**src/rtl/sburst_pkg.sv**
```systemverilog
package sburst_pkg;

    localparam int WORD_W = 32;
    localparam int LANES  = 4;
    localparam int LANE_W = WORD_W / LANES;

    // Low two address bits of a beat inside its four-word group.
    function automatic logic [1:0] beat_lo(input logic [1:0] base,
                                           input logic [1:0] cnt,
                                           input logic       linear);
        return linear ? (base + cnt) : (base ^ cnt);
    endfunction

endpackage

```
**src/rtl/sburst_seq.sv**
```systemverilog
module sburst_seq #(
    parameter int AW = 6
) (
    input  logic [AW-1:0] base,
    input  logic [1:0]    cnt,
    input  logic          linear,
    output logic [AW-1:0] beat
);
    import sburst_pkg::*;

    generate
        if (AW > 2) begin : g_wide
            assign beat = {base[AW-1:2], beat_lo(base[1:0], cnt, linear)};
        end else begin : g_narrow
            assign beat = beat_lo(base[1:0], cnt, linear);
        end
    endgenerate

endmodule

```
**src/rtl/sburst_array.sv**
```systemverilog
module sburst_array #(
    parameter int DEPTH = 64,
    localparam int AW   = $clog2(DEPTH)
) (
    input  logic                          clk,
    input  logic [sburst_pkg::LANES-1:0]  we,
    input  logic [AW-1:0]                 waddr,
    input  logic [sburst_pkg::WORD_W-1:0] wdata,
    input  logic [AW-1:0]                 raddr,
    output logic [sburst_pkg::WORD_W-1:0] rword
);
    import sburst_pkg::*;

    generate
        for (genvar g = 0; g < LANES; g++) begin : g_lane
            logic [LANE_W-1:0] mem [DEPTH];

            always_ff @(posedge clk) begin
                if (we[g]) begin
                    mem[waddr] <= wdata[g*LANE_W +: LANE_W];
                end
            end

            assign rword[g*LANE_W +: LANE_W] = mem[raddr];
        end
    endgenerate

endmodule

```
**src/rtl/sburst_ctrl.sv**
```systemverilog
module sburst_ctrl #(
    parameter int AW          = 6,
    parameter int WAKE_CYCLES = 3,
    localparam int WW         = $clog2(WAKE_CYCLES + 1)
) (
    input  logic                         clk,
    input  logic                         rst_n,
    input  logic                         en_main_n,
    input  logic                         en_hi,
    input  logic                         en_aux_n,
    input  logic                         cpu_strobe_n,
    input  logic                         ctl_strobe_n,
    input  logic                         adv_n,
    input  logic [AW-1:0]                addr,
    input  logic                         wr_all_n,
    input  logic                         byte_wr_n,
    input  logic [sburst_pkg::LANES-1:0] byte_en_n,
    input  logic                         sleep,
    output logic                         active_q,
    output logic                         rd_q,
    output logic [AW-1:0]                base_q,
    output logic [1:0]                   cnt_q,
    output logic [AW-1:0]                base_d,
    output logic [1:0]                   cnt_d,
    output logic [sburst_pkg::LANES-1:0] wr_lanes,
    output logic                         lock,
    output logic                         err_q
);
    import sburst_pkg::*;

    typedef struct packed {
        logic          active;
        logic          rd;
        logic [AW-1:0] base;
        logic [1:0]    cnt;
        logic          asleep;
        logic [WW-1:0] wake;
        logic          err;
    } state_t;

    state_t st_d, st_q;
    logic [LANES-1:0] lanes;
    logic             wr_any;
    logic             cpu_ok;
    logic             start;
    logic             chip_sel;

    always_comb begin
        st_d     = st_q;
        st_d.err = 1'b0;

        // Lane selection: whole-word write wins over per-lane enables
        if (!wr_all_n) begin
            lanes = '1;
        end else if (!byte_wr_n) begin
            lanes = ~byte_en_n;
        end else begin
            lanes = '0;
        end
        wr_any   = |lanes;

        lock     = sleep || st_q.asleep || (st_q.wake != '0);
        cpu_ok   = !cpu_strobe_n && !en_main_n;
        start    = cpu_ok || !ctl_strobe_n;
        chip_sel = !en_main_n && en_hi && !en_aux_n;

        // Sleep entry and wake-up lockout count
        st_d.asleep = sleep;
        if (sleep) begin
            st_d.wake = '0;
        end else if (st_q.asleep) begin
            st_d.wake = WW'(WAKE_CYCLES - 1);
        end else if (st_q.wake != '0) begin
            st_d.wake = st_q.wake - WW'(1);
        end

        if (lock) begin
            st_d.err = !cpu_strobe_n || !ctl_strobe_n;
            if (sleep) begin
                st_d.active = 1'b0;
            end
        end else if (start) begin
            st_d.active = chip_sel;
            st_d.base   = addr;
            st_d.cnt    = 2'd0;
            st_d.rd     = cpu_ok || !wr_any;
        end else if (st_q.active) begin
            if (!adv_n) begin
                st_d.cnt = st_q.cnt + 2'd1;
            end
            st_d.rd = !wr_any;
        end

        wr_lanes = (!lock && st_d.active && !st_d.rd) ? lanes : '0;
    end

    always_ff @(posedge clk or negedge rst_n) begin
        if (!rst_n) begin
            st_q <= '0;
        end else begin
            st_q <= st_d;
        end
    end

    assign active_q = st_q.active;
    assign rd_q     = st_q.rd;
    assign base_q   = st_q.base;
    assign cnt_q    = st_q.cnt;
    assign base_d   = st_d.base;
    assign cnt_d    = st_d.cnt;
    assign err_q    = st_q.err;

endmodule

```
**src/rtl/sburst_sram.sv**
```systemverilog
module sburst_sram #(
    parameter int DEPTH       = 64,
    parameter int WAKE_CYCLES = 3,
    localparam int AW         = $clog2(DEPTH)
) (
    input  logic          clk,
    input  logic          rst_n,
    input  logic          linear_mode,
    input  logic          en_main_n,
    input  logic          en_hi,
    input  logic          en_aux_n,
    input  logic          cpu_strobe_n,
    input  logic          ctl_strobe_n,
    input  logic          adv_n,
    input  logic [AW-1:0] addr,
    input  logic          wr_all_n,
    input  logic          byte_wr_n,
    input  logic [3:0]    byte_en_n,
    input  logic [31:0]   wdata,
    input  logic          oe_n,
    input  logic          sleep,
    output logic [31:0]   rdata,
    output logic          rdata_drive,
    output logic          strobe_err
);
    import sburst_pkg::*;

    logic             active_q;
    logic             rd_q;
    logic [AW-1:0]    base_q;
    logic [1:0]       cnt_q;
    logic [AW-1:0]    base_d;
    logic [1:0]       cnt_d;
    logic [LANES-1:0] wr_lanes;
    logic             lock;
    logic [AW-1:0]    beat_q;
    logic [AW-1:0]    beat_d;
    logic [WORD_W-1:0] rword;

    sburst_ctrl #(
        .AW          (AW),
        .WAKE_CYCLES (WAKE_CYCLES)
    ) u_ctrl (
        .clk          (clk),
        .rst_n        (rst_n),
        .en_main_n    (en_main_n),
        .en_hi        (en_hi),
        .en_aux_n     (en_aux_n),
        .cpu_strobe_n (cpu_strobe_n),
        .ctl_strobe_n (ctl_strobe_n),
        .adv_n        (adv_n),
        .addr         (addr),
        .wr_all_n     (wr_all_n),
        .byte_wr_n    (byte_wr_n),
        .byte_en_n    (byte_en_n),
        .sleep        (sleep),
        .active_q     (active_q),
        .rd_q         (rd_q),
        .base_q       (base_q),
        .cnt_q        (cnt_q),
        .base_d       (base_d),
        .cnt_d        (cnt_d),
        .wr_lanes     (wr_lanes),
        .lock         (lock),
        .err_q        (strobe_err)
    );

    // Write address: the beat being registered at this edge
    sburst_seq #(.AW(AW)) u_seq_wr (
        .base   (base_d),
        .cnt    (cnt_d),
        .linear (linear_mode),
        .beat   (beat_d)
    );

    // Read address: the beat registered at the last edge
    sburst_seq #(.AW(AW)) u_seq_rd (
        .base   (base_q),
        .cnt    (cnt_q),
        .linear (linear_mode),
        .beat   (beat_q)
    );

    sburst_array #(.DEPTH(DEPTH)) u_array (
        .clk   (clk),
        .we    (wr_lanes),
        .waddr (beat_d),
        .wdata (wdata),
        .raddr (beat_q),
        .rword (rword)
    );

    assign rdata_drive = active_q && rd_q && !oe_n;
    assign rdata       = rdata_drive ? rword : '0;

endmodule

```
**config.mk**
```make
export PLATFORM = sky130hd
export DESIGN_NAME = sburst_sram
export DESIGN_NICKNAME = d
export VERILOG_FILES = /design/src/rtl/sburst_pkg.sv /design/src/rtl/sburst_seq.sv /design/src/rtl/sburst_array.sv /design/src/rtl/sburst_ctrl.sv /design/src/rtl/sburst_sram.sv
export SDC_FILE = /design/constraint.sdc
export NUM_CORES = 2
export LEC_CHECK = 0
export ABC_AREA = 1
export BUFFER_PORTS_ARGS = -buffer_cell sky130_fd_sc_hd__buf_2
export CAP_MARGIN = 10
export CORE_UTILIZATION = 45
export CTS_BUF_LIST = sky130_fd_sc_hd__clkbuf_16
export CTS_CLUSTER_DIAMETER = 60
export DETAILED_ROUTE_END_ITERATION = 12
export PLACE_DENSITY = 0.58
export SETUP_SLACK_MARGIN = 0.1
export SYNTH_ARGS = -nofsm -noshare
export SYNTH_HDL_FRONTEND = slang
export SYNTH_SLANG_ARGS = --single-unit
```
**constraint.sdc**
```tcl
create_clock -name clk -period 3.05 [get_ports clk]
set_input_delay 0.1525 -clock clk [delete_from_list [all_inputs] [get_ports clk]]
set_output_delay 0.1525 -clock clk [all_outputs]
set_load 0.05 [all_outputs]
```
==> metrics.md <==
| Metric | Value |
|---|---|
| Status | `complete, but fails checks` |
| Failing checks | `setup timing` |
| Placed Cells | `10800` |
| Pin count of the biggest net entering global routing | `96` |
| Sequential share of power | `34.8%` |
| Vias | `63100` |
| Hold Fails Final Rpt | `0` |
| Tmin final | `3.80 ns` |
| M3 GR Usage | `4.58%` |
| Post-synthesis sequential area ratio | `71.5%` |
| Least-Margin Pin Slew | `1.14 ns` |
| Met1 Track Usage GR | `38.1%` |
| Max-cap check violation count | `0` |
| Crit path depth | `16` |
| Worst slew margin | `24.0%` |
| Synthesized Nets | `8047` |
| Initial DRT Pass Iterations | `6` |
| Routed wire length | `279000 microns` |
| Number of CTS-inserted buffers | `214` |
| Worst-path maximum fanout | `17` |
| First-pass GRT wire length | `401000 microns` |
| FF-to-FF End | `u_array.g_lane[3].mem[20][6]` |
| Clock Power Share | `28.7%` |
| Vias in the first global route | `61600` |
| CP delay by family, top | `buffers and inverters` |
| Sw power | `32.0 mW` |
| Reg clk slew, reported paths | `0.06 ns` |
| Fin. max-slew vios | `0` |
| DRT iter0 DRCs | `7661` |
| Row count | `160` |
| H-tree lvl count | `4` |
| Port bufs | `88` |
| Library cells used by synthesis | `28` |
| DRC | `0` |
| Max Clock Skew | `0.0415 ns` |
| Share of cells above drive strength 1 | `17.2%` |
| Cell Chain, Critical Path | `ha_4 -> buf_12 -> inv_16 -> buf_16 -> buf_16 -> buf_6 -> a21oi_1 -> a21oi_1 -> nor2_1 -> nor2_1 -> nor2_2 -> nand2_2 -> a21oi_4 -> nor2_2 -> buf_4 -> buf_12` |
| Drt wl/cell | `24.6 microns` |
| Post-route ant nets | `0` |
| Die X | `440 microns` |
| Clock Sink Count | `2062` |
| P&R area growth vs syn | `22.9%` |
| Top post-synthesis cells by area | `edfxtp_1 (71%), nor2_1 (10%), nand2_1 (6.3%), nand3_1 (5.9%), clkbuf_1 (1.4%)` |
| Worst Slack Setup Final | `-0.751 ns` |
| Deepest clock path buffer count | `3` |
| CTS tree | `done` |
| Synth warn | `0` |
| Pwr per Cell Area | `845 nW/um^2` |
| CP Buf/Inv Count | `7` |
| Die area | `194000 sq um` |
| Die Height | `440 microns` |
| Critical path class | `reg -> out` |
| CP max-delay cell | `dfrtp_1` |
| Root Buffer | `clkbuf_16` |
| WP data arrival | `3.65 ns` |
| # setup viols final | `1942` |
| RSZ-0062 raised after global routing | `true` |
| Filler-free cell count of the finished design | `11300` |
| Startpoint types | `flop` |
| Fill cell count | `16000` |
| Post-synthesis register bit count | `2062` |
| Avg Vias per Cell | `5.57` |
| Worst reg2reg startpoint | `u_ctrl.st_q[1]` |
| Crit path launch | `u_ctrl.cnt_q[0]` |
| GR peak layer | `met2` |
| Core area | `191000 sq um` |
| CP endpoint kind | `output port` |
| Total grt overflow | `0` |
| Final Net Count | `8674` |
| Post-synth top area cell | `edfxtp_1` |
| VDD IR max | `549 uV` |
| Cell Area, Synth | `86500 sq um` |
| Gr usage total | `28.2%` |
| Worst R2R Path Depth | `15` |
| Syn avg cell area | `10.8 sq um` |
| F_max | `0.263 GHz` |
| Crit path to | `rdata[21]` |
| Worst hold slack | `0.0687 ns` |
| Max stage delay on crit path | `0.41 ns` |
| Final core occ | `55.8%` |
| Final HPWL DP | `167000 microns` |
| Placer Congestion | `0.896` |
| Clock latency on the worst-skew pair | `0.86 ns` |
| Total Neg Setup Slack | `-208.72 ns` |
| Post-synth top area share | `71.1%` |
| GR Util met2 | `45.6%` |
| Final period utilization | `125%` |
| Lkg Pwr | `39.2 nW` |
| I/O Pins | `89` |
| Antenna violations before repair | `10` |
| Switching Fraction | `35.6%` |
| Gate Count Post-Synth | `7989` |
| Worst hold-check path type | `in -> reg` |
| Internal power | `57.8 mW` |
| Comb pwr share | `36.6%` |
| Initial Util | `45.4%` |
| R2R Setup Slk | `-0.33 ns` |
| CP required | `2.90 ns` |
-- Yosys cell counts (all sizes together) --
cell type / count
a21oi: 214
a22oi: 32
buf: 215
clkbuf: 314
clkinv: 1
dfrtp: 14
edfxtp: 2048
ha: 3
inv: 32
nand2: 1465
nand3: 1014
nand3b: 1
nand4: 38
nor2: 2362
nor3: 128
o2111ai: 1
o211ai: 6
o21ai: 66
o31ai: 1
or2: 34
-- area by class of cell --
type / count / area (sq um) / area share [%]
Sequential cell: 2062 / 61900 / 58.2
Multi-Input combinational cell: 5365 / 23400 / 22.0
Timing Repair Buffer: 937 / 10700 / 10.1
Clock buffer: 216 / 5410 / 5.09
Tap cell: 2511 / 3140 / 2.96
Clock inverter: 189 / 1570 / 1.47
Inverter: 33 / 158 / 0.148
Timing Repair inverter: 3 / 45.0 / 0.0424
Antenna cell: 4 / 10.0 / 0.00942
-- worst min-delay path by stage --
stage                          from                           end  depth (start not counted)
after detailed placement      rst_n                  u_ctrl.err_q                          1
final                     wdata[17]  u_array.g_lane[2].mem[10][1]                          1
after global placement        rst_n                  u_ctrl.err_q                          1
after global routing      wdata[17]   u_array.g_lane[2].mem[1][1]                          1
after floorplan               rst_n               u_ctrl.active_q                          0
after CTS                   addr[2]              u_ctrl.base_q[2]                          4
-- metrics by stage --
step	worst slack (ns)	power, mW	cell area, sq um
6_report	-0.751	89.8	106000
5_1_grt	-0.880	93.4	106000
4_1_cts	-0.763	88.7	105000
3_5_place_dp	-0.380	58.7	95100
3_3_place_gp	-0.400	58.6	95100
2_1_floorplan	-0.0627	47.5	86500
-- registers in the layout, indices dropped and copies added, names as in the netlist --
| name | cells |
|---|---|
| u_ctrl.st_q | 3 |
| u_ctrl.active_q | 1 |
| u_ctrl.base_q | 6 |
| u_array.g_lane.mem | 2048 |
| u_ctrl.err_q | 1 |
| u_ctrl.rd_q | 1 |
| u_ctrl.cnt_q | 2 |
-- kinds of logic after synthesis --
group | count (synthesis) | share of synthesized area [%]
and+or+nand+nor | 5042 | 23.8
DFF | 2062 | 71.5
buffers and inverters | 562 | 2.64
AOI/OAI and AO/OA | 320 | 1.99
adders and majority gates | 3 | 0.0434
-- layout by cell type, fill, tap and decap left out, drive strengths merged --
cell	netlist	routed
or2	34	34
clkbuf	314	228
o31ai	1	1
o2111ai	1	1
bufinv	0	19
bufbuf	0	14
dfrtp	14	14
dlygate4sd3	0	42
edfxtp	2048	2048
ha	3	3
nand3b	1	1
o211ai	6	6
nand4	38	38
a22oi	32	32
nand2	1465	1465
diode	0	4
clkinv	1	110
a21oi	214	214
nor2	2362	2362
buf	215	869
inv	32	83
nor3	128	128
o21ai	66	66
clkinvlp	0	13
nand3	1014	1014
-- worst reg2reg max path: stages (launching register included) --
cell and delay, ns:
dfrtp_1 0.36, inv_1 0.07, ha_2 0.20, nand2_2 0.07
nor2_2 0.21, nand2_1 0.08, a21oi_1 0.22, ha_1 0.18
nand2_1 0.09, nand3b_1 0.20, nand3_1 0.19, buf_4 0.15
nand4_1 0.21, buf_12 0.25, nor3_1 0.37, buf_4 0.22
-- power groups by stage --
| stage | logic (mW) | clock network, mW | registers [mW] |
|---|---|---|---|
| after floorplan | 15.7 | 0 | 31.8 |
| after global placement | 26.8 | 0 | 31.8 |
| after detailed placement | 26.9 | 0 | 31.8 |
| after CTS | 31.4 | 26.0 | 31.2 |
| after global routing | 35.1 | 27.1 | 31.2 |
| final | 32.8 | 25.7 | 31.2 |
-- metal layers --
metal	share of wire, %	wire (microns)
met2	47	131000
met1	40	113000
met5	0	0
met4	4.1	11500
met3	8.6	23900
-- timing repair --
action                     4_1_cts  5_1_grt
hold endpoints to repair       640        0
cloned                          44       12
gates resized for setup        339      102
setup endpoints to repair     2080     2080
hold buffers                    42        0
setup buffers                   33        9
pin swaps                       82       30
Power figures use the tool's default switching activity.
